--- src/rtl/idsel_pkg.sv ---
package idsel_pkg;

    localparam int ID_W    = 16;
    localparam int INSN_W  = 32;
    localparam int OP_W    = 4;
    localparam int ACC_W   = 16;
    localparam int IMM_W   = 12;
    localparam int NUM_ENG = 3;

    localparam logic [6:0] OPC_ALUI = 7'h13;
    localparam logic [6:0] OPC_CUST = 7'h0B;

    localparam logic [OP_W-1:0] OP_ACC = 4'hF;

    typedef enum logic [1:0] {
        ENG_LEGACY  = 2'd0,
        ENG_CURRENT = 2'd1,
        ENG_CUSTOM  = 2'd2
    } eng_kind_e;

    // identity tuple owned by each engine: {vendor[15:8], arch[7:0]}
    function automatic logic [ID_W-1:0] eng_tuple(input int unsigned k);
        case (k)
            0:       eng_tuple = 16'h0001;
            1:       eng_tuple = 16'h0002;
            default: eng_tuple = 16'h5A10;
        endcase
    endfunction

    localparam logic [ID_W-1:0] ID_BASE = 16'h0001;

    function automatic logic [NUM_ENG-1:0] id_onehot(input logic [ID_W-1:0] t);
        logic [NUM_ENG-1:0] oh;
        oh = '0;
        for (int k = 0; k < NUM_ENG; k++) begin
            if (t == eng_tuple(k)) oh[k] = 1'b1;
        end
        return oh;
    endfunction

    function automatic logic id_is_legal(input logic [ID_W-1:0] t);
        return |id_onehot(t);
    endfunction

endpackage

--- src/rtl/idsel_csr.sv ---
module idsel_csr
    import idsel_pkg::*;
#(
    parameter int NUM_HARTS = 2,
    parameter bit WRITABLE  = 1'b1,
    localparam int HART_W   = (NUM_HARTS > 1) ? $clog2(NUM_HARTS) : 1
) (
    input  logic                               clk,
    input  logic                               rst,
    input  logic                               we,
    input  logic [HART_W-1:0]                  hart,
    input  logic [ID_W-1:0]                    wdata,
    output logic [NUM_HARTS-1:0][ID_W-1:0]     id_o,
    output logic [NUM_HARTS-1:0][NUM_ENG-1:0]  sel_o
);

    typedef struct packed {
        logic [NUM_HARTS-1:0][ID_W-1:0]    id;
        logic [NUM_HARTS-1:0][NUM_ENG-1:0] sel;
    } csr_st_t;

    csr_st_t st_d, st_q;

    generate
        if (WRITABLE) begin : g_warl
            // legalise at write time so the stored one-hot is always valid
            always_comb begin
                st_d = st_q;
                if (we) begin
                    if (id_is_legal(wdata)) begin
                        st_d.id[hart]  = wdata;
                        st_d.sel[hart] = id_onehot(wdata);
                    end else begin
                        st_d.id[hart]  = ID_BASE;
                        st_d.sel[hart] = id_onehot(ID_BASE);
                    end
                end
            end
        end else begin : g_fixed
            logic unused_wr;
            assign unused_wr = ^{we, hart, wdata};
            always_comb begin
                st_d = st_q;
            end
        end
    endgenerate

    always_ff @(posedge clk) begin
        if (rst) begin
            for (int h = 0; h < NUM_HARTS; h++) begin
                st_q.id[h]  <= ID_BASE;
                st_q.sel[h] <= id_onehot(ID_BASE);
            end
        end else begin
            st_q <= st_d;
        end
    end

    assign id_o  = st_q.id;
    assign sel_o = st_q.sel;

endmodule

--- src/rtl/idsel_engine.sv ---
module idsel_engine
    import idsel_pkg::*;
#(
    parameter eng_kind_e KIND  = ENG_LEGACY,
    parameter int NUM_HARTS    = 2,
    localparam int HART_W      = (NUM_HARTS > 1) ? $clog2(NUM_HARTS) : 1
) (
    input  logic              clk,
    input  logic              rst,
    input  logic              fire,
    input  logic [HART_W-1:0] hart,
    input  logic [INSN_W-1:0] insn,
    output logic              hit,
    output logic [OP_W-1:0]   op,
    output logic [ACC_W-1:0]  data
);

    logic [6:0]       opc;
    logic [2:0]       f3;
    logic [IMM_W-1:0] imm;

    assign opc = insn[6:0];
    assign f3  = insn[14:12];
    assign imm = insn[31:20];

    generate
        if (KIND == ENG_CUSTOM) begin : g_custom
            logic [NUM_HARTS-1:0][ACC_W-1:0] acc_d, acc_q;
            logic [ACC_W-1:0]                sum;

            always_comb begin
                sum   = acc_q[hart] + ACC_W'(imm);
                acc_d = acc_q;
                hit   = 1'b0;
                op    = '0;
                data  = '0;
                if (opc == OPC_ALUI) begin
                    hit = 1'b1;
                    op  = {1'b0, f3};
                end else if (opc == OPC_CUST) begin
                    hit  = 1'b1;
                    op   = OP_ACC;
                    data = sum;
                    if (fire) acc_d[hart] = sum;
                end
            end

            always_ff @(posedge clk) begin
                if (rst) acc_q <= '0;
                else     acc_q <= acc_d;
            end
        end else begin : g_plain
            logic unused_in;
            assign unused_in = ^{clk, rst, fire, hart, imm, insn[19:15], insn[11:7]};

            always_comb begin
                hit  = 1'b0;
                op   = '0;
                data = '0;
                if (opc == OPC_ALUI) begin
                    hit = 1'b1;
                    op  = {1'b0, f3};
                end else if (opc == OPC_CUST && KIND == ENG_CURRENT) begin
                    hit = 1'b1;
                    op  = {1'b1, f3};
                end
            end
        end
    endgenerate

endmodule

--- src/rtl/arch_id_decode_sel.sv ---
module arch_id_decode_sel
    import idsel_pkg::*;
#(
    parameter int NUM_HARTS = 2,
    parameter bit WRITABLE  = 1'b1,
    localparam int HART_W   = (NUM_HARTS > 1) ? $clog2(NUM_HARTS) : 1
) (
    input  logic               clk,
    input  logic               rst,
    input  logic               csr_we,
    input  logic [HART_W-1:0]  csr_hart,
    input  logic [ID_W-1:0]    csr_wdata,
    output logic [ID_W-1:0]    csr_rdata,
    input  logic               insn_valid,
    input  logic [HART_W-1:0]  insn_hart,
    input  logic [INSN_W-1:0]  insn_word,
    output logic               dec_valid,
    output logic [NUM_ENG-1:0] dec_eng,
    output logic [HART_W-1:0]  dec_hart,
    output logic [OP_W-1:0]    dec_op,
    output logic               dec_illegal,
    output logic [ACC_W-1:0]   dec_data
);

    logic [NUM_HARTS-1:0][ID_W-1:0]    id_w;
    logic [NUM_HARTS-1:0][NUM_ENG-1:0] sel_w;
    logic [NUM_ENG-1:0]                sel;
    logic [NUM_ENG-1:0]                fire;
    logic [NUM_ENG-1:0]                hit_e;
    logic [NUM_ENG-1:0][OP_W-1:0]      op_e;
    logic [NUM_ENG-1:0][ACC_W-1:0]     data_e;

    idsel_csr #(
        .NUM_HARTS (NUM_HARTS),
        .WRITABLE  (WRITABLE)
    ) u_csr (
        .clk   (clk),
        .rst   (rst),
        .we    (csr_we),
        .hart  (csr_hart),
        .wdata (csr_wdata),
        .id_o  (id_w),
        .sel_o (sel_w)
    );

    assign csr_rdata = id_w[csr_hart];
    assign sel       = sel_w[insn_hart];
    assign fire      = insn_valid ? sel : '0;

    generate
        for (genvar e = 0; e < NUM_ENG; e++) begin : g_eng
            idsel_engine #(
                .KIND      (eng_kind_e'(e)),
                .NUM_HARTS (NUM_HARTS)
            ) u_eng (
                .clk  (clk),
                .rst  (rst),
                .fire (fire[e]),
                .hart (insn_hart),
                .insn (insn_word),
                .hit  (hit_e[e]),
                .op   (op_e[e]),
                .data (data_e[e])
            );
        end
    endgenerate

    typedef struct packed {
        logic               valid;
        logic [NUM_ENG-1:0] eng;
        logic [HART_W-1:0]  hart;
        logic [OP_W-1:0]    op;
        logic               ill;
        logic [ACC_W-1:0]   data;
    } dec_st_t;

    dec_st_t out_d, out_q;

    always_comb begin
        logic             any_hit;
        logic [OP_W-1:0]  op_m;
        logic [ACC_W-1:0] data_m;
        any_hit = 1'b0;
        op_m    = '0;
        data_m  = '0;
        for (int e = 0; e < NUM_ENG; e++) begin
            if (sel[e]) begin
                any_hit = any_hit | hit_e[e];
                op_m    = op_m | op_e[e];
                data_m  = data_m | data_e[e];
            end
        end
        out_d = '0;
        if (insn_valid) begin
            out_d.valid = 1'b1;
            out_d.eng   = sel;
            out_d.hart  = insn_hart;
            out_d.ill   = ~any_hit;
            out_d.op    = any_hit ? op_m : '0;
            out_d.data  = any_hit ? data_m : '0;
        end
    end

    always_ff @(posedge clk) begin
        if (rst) out_q <= '0;
        else     out_q <= out_d;
    end

    assign dec_valid   = out_q.valid;
    assign dec_eng     = out_q.eng;
    assign dec_hart    = out_q.hart;
    assign dec_op      = out_q.op;
    assign dec_illegal = out_q.ill;
    assign dec_data    = out_q.data;

endmodule

--- config.mk ---
export PLATFORM = sky130hd
export DESIGN_NAME = arch_id_decode_sel
export DESIGN_NICKNAME = d
export VERILOG_FILES = /design/src/rtl/idsel_pkg.sv /design/src/rtl/idsel_csr.sv /design/src/rtl/idsel_engine.sv /design/src/rtl/arch_id_decode_sel.sv
export SDC_FILE = /design/constraint.sdc
export NUM_CORES = 1
export LEC_CHECK = 0
export ABC_CLOCK_PERIOD_IN_PS = 2610
export BUFFER_PORTS_ARGS = -buffer_cell sky130_fd_sc_hd__clkbuf_2
export CORE_ASPECT_RATIO = 1.1
export CORE_UTILIZATION = 51
export CTS_BUF_LIST = sky130_fd_sc_hd__clkbuf_2
export CTS_CLUSTER_DIAMETER = 30
export CTS_CLUSTER_SIZE = 25
export DETAILED_ROUTE_END_ITERATION = 7
export HOLD_SLACK_MARGIN = 0.03
export PLACE_DENSITY_LB_ADDON = 0.05
export SETUP_SLACK_MARGIN = 0.3
export SLEW_MARGIN = 0
export SYNTH_ARGS = -nofsm -noshare
export SYNTH_HDL_FRONTEND = slang
export SYNTH_SLANG_ARGS = --single-unit
--- constraint.sdc ---
create_clock -name clk -period 2.61 [get_ports clk]
set_input_delay 0.1305 -clock clk [delete_from_list [all_inputs] [get_ports clk]]
set_output_delay 0.1305 -clock clk [all_outputs]
set_load 0.02 [all_outputs]
== Yosys cells after proc, flatten, opt, wreduce, memory -nomap -nowiden ==
Cells that the tools add are included.

* Flip-flop bits (word level): 96
* Bits in latches: 0
* RAM bits: 0
* ROM bits: 0
* Input port bits: 54
* Output and inout port bits: 42
* Logic and storage cells: 108
* Memories: 0

* $add $sub $neg: 1
* Multipliers: 0
* Div/mod/pow operators: 0
* Order comparisons: 4
* Equality and inequality tests: 8
* Shift operators: 0
* Mux-type cells: 61
* Bitwise logic cells: 15
* Reduce and logical (&&, ||, !) cells: 7

{| class="wikitable"
|+ Operator list
! kind !! number
|-
| $mux 16 || 19
|-
| $eq 16x16->1 || 6
|-
| $bwmux 32 || 2
|-
| $mux 38 || 1
|-
| $demux 16 s1 || 2
|-
| $mux 4 || 8
|-
| $and 30x30->30 || 1
|-
| $not 30->30 || 1
|-
| $mux 26 || 1
|-
| $mux 1 || 21
|-
| $add 16x12->16 || 1
|-
| $mux 3 || 5
|-
| $or 4x4->4 || 2
|-
| $eq 7x4->1 const B || 1
|-
| $eq 7x5->1 const B || 1
|-
| $bwmux 6 || 1
|-
| $reduce_or 3->1 || 2
|-
| $reduce_or 6->1 || 1
|-
| $not 1->1 || 5
|-
| $and 4x4->4 || 1
|-
| $lt 1x2->1 const B || 2
|-
| $not 4->4 || 1
|-
| $or 2x2->2 || 2
|-
| $demux 3 s1 || 1
|-
| 5 further kinds || 8
|}

== Longest topological paths before layout ==
* Word-level depth: 13
* Gate-level depth with buffers: 13
* Gate-level depth less buffers: 10

== Modules after synthesis ==
From an unflattened synthesis, not the netlist that was laid out.

* Cell total of the unflattened synthesis: 579
* Area total of the unflattened synthesis: 5,138.7 µm²

{| class="wikitable"
|+ Modules (own cells, without submodules)
! module !! times used !! cells each !! area each (µm²) !! seq. area each (µm²)
|-
| idsel_engine at g_eng[2].u_eng || 1 || 281 || 2,270.9 || 640.6
|-
| idsel_csr || 1 || 133 || 1,285.0 || 760.7
|-
| arch_id_decode_sel || 1 || 112 || 1,207.4 || 520.5
|-
| idsel_engine at g_eng[1].u_eng || 1 || 26 || 191.4 || 0.0
|-
| idsel_engine at g_eng[0].u_eng || 1 || 27 || 183.9 || 0.0
|}

== Worst setup path after synthesis ==
No wires, ideal clock.

* Kind: input port to flip-flop
* Start: in insn_hart
* End: reg g_eng[2].u_eng.g_custom.acc_q[14] (netlist bit)
* Data arrival time: 2.592 ns
* Required time: 2.490 ns
* Setup slack: -0.102 ns
* Stages on the path: 13
* Buffers on the path: 3
* Cell sequence: buf_4 buf_2 buf_2 mux2_2 ha_1 inv_1 fa_1 and2b_1 o2111ai_1 a21oi_2 o221ai_2 nor4_1 a211o_1

* Cells in the longest elaborated chain, start to end: 5

{| class="wikitable"
|+ RTL lines
! element !! RTL line !! source
|-
| from (decl) || arch_id_decode_sel.sv:15 || <nowiki>input logic [HART_W-1:0] insn_hart,</nowiki>
|-
| parallel branches: the longest is 5 deep, another holds $add 16x12->16 || - ||
|-
| to (signal assigned) || idsel_engine.sv:49 || <nowiki>if (rst) acc_q <= '0;</nowiki>
|-
| to (signal assigned) || idsel_engine.sv:50 || <nowiki>else acc_q <= acc_d;</nowiki>
|-
| to (decl) || idsel_engine.sv:28 || <nowiki>logic [NUM_HARTS-1:0][ACC_W-1:0] acc_d, acc_q;</nowiki>
|}

Parallel ways; which one is timed is not known. The select of a mux whose other input is x is not followed.
A chain may end at the register's enable or synchronous reset.

== Worst setup path in the final report ==
* Start: reg g_eng[2].u_eng.g_custom.acc_q[0] (netlist bit)
* End: reg g_eng[2].u_eng.g_custom.acc_q[14] (netlist bit)

* Cells in the longest elaborated chain, start to end: 4

{| class="wikitable"
|+ RTL lines
! element !! RTL line !! source
|-
| $mux 16 (not written as such) (2 in series) || idsel_engine.sv:32 || <nowiki>sum = acc_q[hart] + ACC_W'(imm);</nowiki>
|-
| $add 16x12->16 || idsel_engine.sv:32 ||
|-
| $bwmux 32 || idsel_engine.sv:44 || <nowiki>if (fire) acc_d[hart] = sum;</nowiki>
|}

No other way between the ends. The select of a mux whose other input is x is not followed.

==> flow_summary.toml <==
[cts]
cts_buffer_depth = 2
h-tree-depth = 3
cts_buffers = 9
cts.clk_slew.worst_paths_ns = 0.28
insertion_delay_ns = 0.57
cts_tree = "built"
root_buffer = "clkbuf_2"
clock-sinks = 96

[logic_synthesis]
synth_largest_area_cell = "dfxtp_1"
ys_top_cells_by_area = "dfxtp_1, mux2_2, a21oi_1"
synth_nets = 549
synthCells = 482
ys_seq_area_share_pct = 43.2
syn_area_sq_mm = 0.00444
async_reset_ff_share_pct = 0
ys_seq_elements = 96
yosysWarnings = 0
ys.flop_type = "dfxtp_1"
synth_top_area_share_pct = 43.2
yosysUniqueCellTypes = 64
synth.most_common_cell = "dfxtp_1"
synth_edf_count = 0
synth_area_per_cell_sq_um = 9.22
synth_commonest_cells = "dfxtp_1, nand2_1, nor2_1"

[place]
place_congestion = 0.844
hpwl_microns = 7400
numPortBuffers = 85

[die]
core_sq_mm = 0.00841
die-area_sq_mm = 0.00909
ios = 96
start_util_pct = 52.9
die_x_microns = 91.0
rows = 35
dieHeight_microns = 99.9

[drt]
wl_microns = 10600
ant_nets = 0
first_iter_violations = 157
wl_per_cell_microns = 14.5
num_vias = 3919
first_pass_iters = 4
drc = 0
via_per_inst = 5.36

[critical_path]
worst-path-buf-inv = 1
worstPathMaxFanout = 5
crit_path_end_kind = "flop"
worstPathRequired_ns = 3.09
cp_cell_sequence = "mux2_4 > ha_4 > inv_2 > fa_2 > and2b_1 > o2111ai_2 > a21oi_4 > o221ai_2 > nor4_1 > a211o_1"
critPathKind = "flop to flop"
max_stage_delay_ns = 0.39
slowest_stage = "dfxtp_2"
critPathLaunchType = "flop"
critical_path_arrival_ns = 2.84
critPathTopFamily = "compound AO/OA/AOI/OAI gates"

[global_routing]
globalRoute.totalOverflow = 0
grt_pass1_vias = 3792
grt_util_all_layers_pct = 24.1
grt_max_degree = 67
grt_first_pass_wirelength_microns = 17400
antenna_found_initial = 0

[outcome]
status = "finished, final reports clean"

[sta]
hold_violations = 0
setup_tns_ns = 0
setup_viol = 0
period_needed_ns = 2.35
rsz0062_at_grt = "yes"
skew_ns = 0.0227
min_period_over_period_pct = 90.2
slew_violations = 0
worstMarginPinSlew_ns = 0.652
maxSlewHeadroom_pct = 56.5
fmax_mhz = 425

[cells_and_area]
drive_above_1_share_pct = 35.2
final_net_count = 682
area_delta_synth_final_pct = 29.6
n_antenna_cell = 0

[power_and_ir_drop]
p_total_w = 0.00248
ir_worst_vdd_uv = 403
power_density_mw_per_mm2 = 430
p_leak_nw = 2.50

[hold_path]
hold_class = "input port to flop"

[run]
drv_cap = 0
## per-layer routing
metal	up-vias	GRT usage, %	wire, microns
li1	1974	-	-
met1	1807	30.1	4710
met4	0	11.6	348
met5	-	0	0
met3	25	4.24	468
met2	113	40.7	5090
## tightest hold or removal path, stage by stage
cell and delay, ns:
clkbuf_2 0.09, nor3_2 0.04, and4_4 0.23, and3_1 0.15
## logic make-up (layout without fill, tap and decap cells)
kind of cell / count (synthesis) / after routing / share of synthesized area [%]
adder cells (fa/ha/maj): 13 / 13 / 3.83
multiplexers: 40 / 40 / 9.80
buffers and inverters: 30 / 168 / 2.84
XOR/XNOR: 11 / 11 / 2.17
flip-flops: 96 / 96 / 43.2
AO/OA/AOI/OAI: 102 / 102 / 15.8
AND/OR/NAND/NOR: 190 / 190 / 22.4
## where the power goes
group	switching, W	total (W)	leakage, nW	internal (W)
combinational	0.000117	0.000218	1.65	0.000100
clock	0.000542	0.000785	0.0765	0.000243
sequential	0.000000684	0.00147	0.779	0.00147
## placed cells by master (no fill, tap or decap), drive strengths merged, types with 3 or more instances in the layout
| cell type | netlist | layout |
|---|---|---|
| xnor2 | 8 | 8 |
| dlygate4sd3 | 0 | 28 |
| xor2 | 3 | 3 |
| and3 | 9 | 9 |
| o211ai | 3 | 3 |
| nand3b | 7 | 7 |
| o21a | 3 | 3 |
| nand4 | 3 | 3 |
| o21ai | 10 | 10 |
| ha | 12 | 12 |
| and4 | 3 | 3 |
| or3 | 3 | 3 |
| nor4 | 3 | 3 |
| nor2b | 5 | 5 |
| a211o | 3 | 3 |
| a21oi | 47 | 47 |
| nand3 | 8 | 8 |
| nor3 | 12 | 12 |
| dfxtp | 96 | 96 |
| o21bai | 4 | 4 |
| o31ai | 4 | 4 |
| nand2 | 53 | 53 |
| mux2 | 28 | 28 |
| nor2 | 48 | 48 |
| and2 | 20 | 20 |
| inv | 9 | 12 |
| nand2b | 4 | 4 |
| mux2i | 12 | 12 |
| o2111ai | 4 | 4 |
| clkbuf | 13 | 94 |
| buf | 8 | 30 |
| a211oi | 7 | 7 |
| nor3b | 4 | 4 |
| a21o | 5 | 5 |
## through the flow
stage          area [sq um]  worst slack [ns]  hold slack [ns]  cells  util [%]
6_report               5760             0.256           0.0655    731      68.5
5_1_grt                5760             0.126           0.0369    731      68.5
4_1_cts                5640             0.218           0.0357    727      67.1
3_5_place_dp           5200            0.0633            0.374    682      61.8
3_3_place_gp           5200             0.116            0.366    682      61.8
2_1_floorplan          4570             0.159            0.271    482         -
## state kept, by name, summed over array words and instances, names as in the netlist
name,cells
dec_valid,1
dec_hart,1
dec_data,16
u_csr.id_o,32
u_csr.sel_o,6
dec_illegal,1
dec_op,4
g_eng.u_eng.g_custom.acc_q,32
dec_eng,3
## final timing paths
check,end,startpoint,depth (start not counted),slack (ns)
worst max-delay path,g_eng[2].u_eng.g_custom.acc_q[14],g_eng[2].u_eng.g_custom.acc_q[0],10,0.26
worst min-delay path,dec_data[3],insn_word[6],4,0.07
worst max register to register,g_eng[2].u_eng.g_custom.acc_q[14],g_eng[2].u_eng.g_custom.acc_q[0],10,0.26
worst min register to register,g_eng[2].u_eng.g_custom.acc_q[4],g_eng[2].u_eng.g_custom.acc_q[4],2,0.47
## cell type report
cell class | count | area, sq um
clock inverter | 7 | 86.3
clock buffer | 9 | 45.0
timing repair buffer | 143 | 931
tap | 111 | 139
multi-input combinational | 356 | 2590
sequential | 96 | 1940
fill | 713 | 2650
inverter | 9 | 33.8
## what timing repair did
item / CTS / global route
hold buffers: 27 / 2
pin swaps: 11 / 12
setup endpoints to repair: 17 / 35
resized for setup: 6 / 27
setup buffers: 2 / 3
hold endpoints to repair: 34 / 2
Power figures use the tool's default switching activity.
